[src/rtl/dma_cpl_tracker.sv]
module dma_cpl_tracker #(
  parameter int NQ = 4,
  parameter int PW = 16,
  localparam int QW = (NQ > 1) ? $clog2(NQ) : 1,
  localparam int SW = $clog2(PW + 1)
) (
  input  logic             clk,
  input  logic             rst_n,
  input  logic [NQ-1:0]    cfg_wb_en,
  input  logic [NQ-1:0]    cfg_irq_en,
  input  logic [NQ*SW-1:0] cfg_ring_log2,
  input  logic [NQ*32-1:0] cfg_wb_addr_lo,
  input  logic [NQ*32-1:0] cfg_wb_addr_hi,
  input  logic [NQ-1:0]    q_reset,
  input  logic             cpl_valid,
  input  logic [QW-1:0]    cpl_qid,
  input  logic [PW-1:0]    cpl_pos,
  output logic [NQ*PW-1:0] cmpl_ptr,
  output logic             wb_valid,
  input  logic             wb_ready,
  output logic [QW-1:0]    wb_qid,
  output logic [63:0]      wb_addr,
  output logic [31:0]      wb_data,
  output logic             irq_valid,
  input  logic             irq_ready,
  output logic [QW-1:0]    irq_qid
);

  logic [PW-1:0] ptr_q [NQ];
  logic [NQ-1:0] wb_pend, irq_pend, hit;
  logic [QW-1:0] wb_sel, irq_sel;

  always_comb begin
    wb_sel  = '0;
    irq_sel = '0;
    for (int i = NQ - 1; i >= 0; i--) begin
      if (wb_pend[i])  wb_sel  = QW'(i);
      if (irq_pend[i]) irq_sel = QW'(i);
    end
  end

  assign wb_valid  = |wb_pend;
  assign irq_valid = |irq_pend;
  assign wb_qid    = wb_sel;
  assign irq_qid   = irq_sel;
  assign wb_addr   = {cfg_wb_addr_hi[wb_sel*32 +: 32], cfg_wb_addr_lo[wb_sel*32 +: 32]};
  assign wb_data   = {{(32-PW){1'b0}}, ptr_q[wb_sel]};

  for (genvar q = 0; q < NQ; q++) begin : g_q
    logic [SW-1:0] raw_lg, lg;
    logic [PW:0]   span;
    logic [PW-1:0] mask;
    logic          wb_take, irq_take;

    assign raw_lg   = cfg_ring_log2[q*SW +: SW];
    assign lg       = (raw_lg >= SW'(1) && raw_lg <= SW'(PW)) ? raw_lg : SW'(1);
    assign span     = ({{PW{1'b0}}, 1'b1} << lg) - 1'b1;
    assign mask     = span[PW-1:0];
    assign hit[q]   = cpl_valid && cpl_qid == QW'(q) && (cpl_pos & ~mask) == '0
                      && cpl_pos != ptr_q[q];
    assign wb_take  = wb_ready && wb_pend[q] && wb_sel == QW'(q);
    assign irq_take = irq_ready && irq_pend[q] && irq_sel == QW'(q);
    assign cmpl_ptr[q*PW +: PW] = ptr_q[q];

    always_ff @(posedge clk or negedge rst_n) begin
      if (!rst_n) begin
        ptr_q[q]    <= '0;
        wb_pend[q]  <= 1'b0;
        irq_pend[q] <= 1'b0;
      end else if (q_reset[q]) begin
        ptr_q[q]    <= '0;
        wb_pend[q]  <= 1'b0;
        irq_pend[q] <= 1'b0;
      end else begin
        if (hit[q]) ptr_q[q] <= cpl_pos;
        wb_pend[q]  <= (wb_pend[q] && !wb_take) || (hit[q] && cfg_wb_en[q]);
        irq_pend[q] <= (irq_pend[q] && !irq_take) || (hit[q] && cfg_irq_en[q]);
      end
    end
  end

endmodule

[config.mk]
export PLATFORM = sky130hd
export DESIGN_NAME = dma_cpl_tracker
export DESIGN_NICKNAME = d
export VERILOG_FILES = /design/src/rtl/dma_cpl_tracker.sv
export SDC_FILE = /design/constraint.sdc
export NUM_CORES = 1
export LEC_CHECK = 0
export BUFFER_PORTS_ARGS = -buffer_cell sky130_fd_sc_hd__buf_2
export CORE_AREA = 8 8 177 179
export CTS_BUF_LIST = sky130_fd_sc_hd__clkbuf_8
export DETAILED_ROUTE_END_ITERATION = 10
export DIE_AREA = 0 0 185 187
export PLACE_DENSITY_LB_ADDON = 0.1
export SYNTH_ARGS = -nofsm -noshare
export SYNTH_HDL_FRONTEND = slang
export SYNTH_SLANG_ARGS = --single-unit
[constraint.sdc]
create_clock -name clk -period 2.6 [get_ports clk]
set_input_delay 0.26 -clock clk [delete_from_list [all_inputs] [get_ports clk]]
set_output_delay 0.26 -clock clk [all_outputs]
set_load 0.005 [all_outputs]
* Word-level counts from Yosys, hierarchy flattened
Index checks and enable logic that the tools add are counted.
** Operators by class
- Reduce and logical (&&, ||, !) cells :: 77
- Multiplexer cells :: 31
- Shift operators :: 6
- Equal/unequal tests :: 13
- Multipliers :: 0
- Div/mod/pow operators :: 0
- Bitwise operators :: 9
- $lt $le $gt $ge :: 9
- $add $sub $neg :: 4
** Operators by type and width (number)
- indexed part select 128 x 8 -> 32 bit :: 2
- two-way mux 16 bit :: 10
- AND 16 bit :: 4
- logical NOT 16 bit :: 4
- inequality test 16 bit :: 4
- inverter 16 bit :: 4
- << shifter 1 x 5 -> 16 bit, first input constant :: 4
- subtractor 16 x 1 -> 16 bit, second input constant :: 4
- logical AND 1 bit :: 48
- binary-select mux 16 bit (select 2 bit) :: 1
- >= comparator 5 x 1 -> 1 bit, second input constant :: 4
- <= comparator 5 bit, second input constant :: 4
- two-way mux 5 bit :: 4
- two-way mux 2 bit :: 8
- equality test 2 bit, second input constant :: 6
- logical NOT 1 bit :: 8
- logical OR 1 bit :: 8
- two-way mux 1 bit :: 8
- nonzero test 2 bit :: 4
- OR reduction 4 bit :: 2
- equality test 2 x 1 -> 1 bit, second input constant :: 3
- logical NOT 2 bit :: 3
- >= comparator 3 bit, second input constant :: 1
- inverter 2 -> 3 bit :: 1
** Storage, ports and cells
- Output and inout port bits :: 166
- Bits in latches :: 0
- Bits of input ports :: 311
- Register bits after elaboration :: 72
- Memories kept :: 0
- Bits in writable memories :: 0
- Bits in read-only memories :: 0

* Depth between registers and ports, before layout
- Depth in word-level cells :: 13
- Gate-level depth with buffers :: 15
- Mapped depth without buffers :: 11

* Least setup slack after synthesis
No wires, ideal clock.
- Kind :: input to register
- From :: in cfg_ring_log2[0]
- To :: reg ptr_q, in the netlist cmpl_ptr[10]
- Path buffers :: 4
- Cell stages on the path :: 14
- Library setup time :: 0.132 ns
- Arrival :: 3.113 ns
- Setup slack :: -0.645 ns
- Data required time :: 2.468 ns
- Cell sequence :: clkbuf_1 > or4_1 > or2_2 > o21ai_0 > ha_1 > clkbuf_1 > mux2_2 > o21ai_0 > a32o_1 > nand4_1 > buf_2 > buf_2 > mux2i_1 > nor2_1
** Between the ends
- Longest elaborated chain between the ends :: 11
- Elaborated cells on any way between the ends :: 12
- Classes of those cells :: 1 x add/sub; 2 x order compare; 1 x shift; 1 x mux; 2 x bitwise; 5 x reduce/logical
** Ends and longest elaborated chain
- start, declared :: RTL line 11 : input logic [NQ*SW-1:0] cfg_ring_log2,
- >= comparator 5 x 1 -> 1 bit or <= comparator 5 bit (tied branches) :: RTL line 56 : assign lg = (raw_lg >= SW'(1) && raw_lg <= SW'(PW)) ? raw_lg : SW'(1);
- logical AND 1 bit :: RTL line 56
- two-way mux 5 bit (*) :: RTL line 56
- << shifter 1 x 5 -> 16 bit (*) :: RTL line 57 : assign span = ({{PW{1'b0}}, 1'b1} << lg) - 1'b1;
- subtractor 16 x 1 -> 16 bit (*) :: RTL line 57
- inverter 16 bit (*) :: RTL line 59 : assign hit[q] = cpl_valid && cpl_qid == QW'(q) && (cpl_pos & ~mask) == '0
- AND 16 bit (*) :: RTL line 59
- logical NOT 16 bit (*) :: RTL line 59
- logical AND 1 bit (*) :: RTL line 59
- logical AND 1 bit (*) :: RTL line 60 : && cpl_pos != ptr_q[q];
- nonzero test 2 bit (no line) (*)
- end signal, assigned by index :: RTL line 75 : if (hit[q]) ptr_q[q] <= cpl_pos;
- end, declared :: RTL line 29 : logic [PW-1:0] ptr_q [NQ];
Mark *: on every way between the ends. The rest lies on a longest branch, timed or not.
A chain may end at the register's enable or synchronous reset.

* Worst setup path after layout
- From :: in cfg_ring_log2[12]
- To :: reg ptr_q, in the netlist cmpl_ptr[46]
The elaborated chain is that of the path after synthesis.

==> flow_summary.yaml <==
logic_synthesis:
  async_flop_share_pct: 100
  ys_seq_area_share_pct: 24.2
  synth_cell_types: 74
  ys_ff_latch: 72
  synth_xor_area_share_pct: 7.88
  syn_inst: 899
  avgSynthCellArea_um2: 8.28
  synth_compound_area_share_pct: 24.4
  synth_top_family_by_area: "compound AO/OA/AOI/OAI gates"
  synth_top_flop_cell: "dfrtp_1"
  synthesis.area_mm2: 0.00744
  synth_adder_area_share_pct: 0.941
  synthSimpleGateAreaFrac_pct: 14.5
  muxShareOfSynthArea_pct: 19.8
  ys_warn_count: 0
  synth_edf_count: 0
run:
  drv_cap: 0
global_route:
  grt_usage_pct: 25.5
  grtUsageMet1_pct: 31.5
  grt_pass1_wl_mm: 65.7
  grt_pass1_vias: 9365
  grt_max_degree: 73
  grt_antenna_before_repair: 13
  grt_use_met3_pct: 5.44
  grt.overflow.total: 0
  met2_usage_pct: 42.9
  top_usage_layer: "met2"
worst_setup_path:
  crit_buf_inv: 3
  critPathCaptureType: "register"
  crit_family: "simple AND/OR/NAND/NOR gates"
  max_stage_delay_ps: 500
  worst-setup-path-type: "input port to register"
  cp.required_ps: 2830
  crit_slowest_cell: "or4_4"
  arrival_ps: 2850
  crit_chain: "buf_8, nor3_4, o21ai_2, ha_2, buf_6, or4_4, a21oi_2, o311ai_2, a2111oi_4, nand4_4, clkbuf_16, mux2i_1, nor2_1"
  start_kind: "input port"
  path_max_fanout: 7
  timing.rr.start: "cmpl_ptr[25]"
  setup.worst_path.start: "cfg_ring_log2[12]"
cts:
  cts_hold_buffers: 0
  root_buffer: "clkbuf_8"
  clock_latency_ps: 360
  clockBufferDepth: 2
  cts_tree: "done"
  clk_pin_slew_ps: 90
  cts_made_buffers: 9
  h-tree-depth: 3
  cts_sinks: 72
routing:
  first_iter_violations: 678
  viasPerCell: 5.20
  drtAntennaViolNets: 0
  vias: 9430
  drc: 0
  routedWlPerCell_um: 25.8
  drt_wl_total_mm: 46.8
  drtPass1Iterations: 5
power:
  clockPowerShare_pct: 32.9
  p_sw_share_pct: 31.4
  peakVddDrop_uv: 191
  combPwrFrac_pct: 31.2
  pwr-share-seq_pct: 35.9
  intPower_mw: 2.14
  power_density_mw_per_mm2: 268
  p_sw_mw: 0.980
  p_leak_nw: 5.46
die:
  die_w_um: 185
  dieArea_mm2: 0.0346
  initial_utilization_pct: 26.2
  ios: 477
  row_count: 62
  core-area_mm2: 0.0284
  die_h_um: 187
timing:
  rsz0062_at_grt: "yes"
  setup_slack_ps: -19.1
  period_minus_slack_ps: 2620
  maxSlewViolCount: 0
  setup_viol: 8
  skew_ps: 17.3
  period_share_pct: 101
  hold_violations: 0
  tightest_slew_ps: 989
  fmax_mhz: 382
  timing.hold.ws_ps: 21.5
  max_slew_margin_pct: 34.1
layout:
  fin_nets: 1733
  final_util_pct: 40.9
  most-common-layout-cells: "buf_2, mux2i_1, buf_4"
  mostFrequentLayoutCell: "buf_2"
  final_cells: 1813
  area_growth_pct: 56.2
  drive_gt1_share_pct: 47.0
  final_cell_area_mm2: 0.0116
place:
  place_ws_ps: -515
  post-dp-hpwl_mm: 37.9
  io_buffers: 460
  gp_congestion: 0.947
  placed_cell_area_mm2: 0.0109
  post-place-cells: 1767
min_path:
  hp-class: "input port to asynchronous set/reset pin"
status:
  violations: "negative setup slack"
  outcome: "complete, but fails checks"
-- cells by family after synthesis --
| group | after synthesis |
|---|---|
| flip-flops | 72 |
| AND/OR/NAND/NOR | 209 |
| multiplexers | 147 |
| adder cells (fa/ha/maj) | 6 |
| buffers and inverters | 124 |
| AO/OA/AOI/OAI | 272 |
| XOR/XNOR | 67 |
| other | 2 |
-- synth_stat cells (13+ instances only) --
library cell	count	area, um^2
a21oi_1	15	75.1
a22oi_1	82	616
buf_4	27	203
clkbuf_1	59	221
dfrtp_1	72	1800
inv_1	19	71.3
mux2i_1	143	1430
nand2_1	20	75.1
nand4_1	17	106
nor2_1	92	345
nor3_1	14	70.1
nor4_1	13	81.3
o21ai_0	101	505
xnor2_1	49	429
xor2_1	18	158
-- worst paths after layout --
check                               end  slack, ps  cells after the start
hold reg to reg             irq_pend[1]        600                      2
setup / recovery           cmpl_ptr[46]        -20                     13
hold / removal              irq_pend[1]         20                      1
setup reg to reg             wb_pend[1]        190                     10
min in group clk             wb_pend[3]        100                      2
max in group asynchronous  cmpl_ptr[60]       1900                      1
-- metal layers --
metal,up-vias,wire length [um]
met1,4543,18300
met3,66,4070
met2,473,23000
li1,4338,-
met5,-,62
met4,10,1290
-- registers in the layout, summed over array words and instances (netlist names) --
signal    flops
cmpl_ptr     64
irq_pend      4
wb_pend       4
-- metrics by stage --
stage               setup TNS, ps  total power, mW
floorplan                       0             1.54
global placement           -24900             2.05
detailed placement         -26900             2.05
CTS                          -298             3.08
global route                -2500             3.26
finish                      -61.5             3.12
-- area by class of cell --
type                            instances  area (um^2)
Multi-Input combinational cell        721         5400
Inverter                               19         71.3
Clock buffer                           10          138
Antenna cell                            6         15.0
Timing Repair Buffer                  595         3630
Fill cell                            3033        16800
Tap cell                              384          480
Clock inverter                          6         83.8
Sequential cell                        72         1800
-- power by group through the flow --
stage | combinational [mW] | clock (mW) | sequential (mW)
after global routing | 1.05 | 1.09 | 1.12
after global placement | 0.907 | 0 | 1.14
after CTS | 0.932 | 1.03 | 1.12
after detailed placement | 0.906 | 0 | 1.14
final | 0.973 | 1.03 | 1.12
after floorplan | 0.394 | 0 | 1.14
-- repair_timing --
item / CTS / global route
buffers inserted: 8 / 16
gates cloned: 3 / 2
pin swaps: 13 / 33
endpoints found under the hold margin: 0 / 0
endpoints found under the setup margin: 35 / 71
gates resized for setup: 27 / 49
Note: power is estimated with default switching activity, not from simulation.
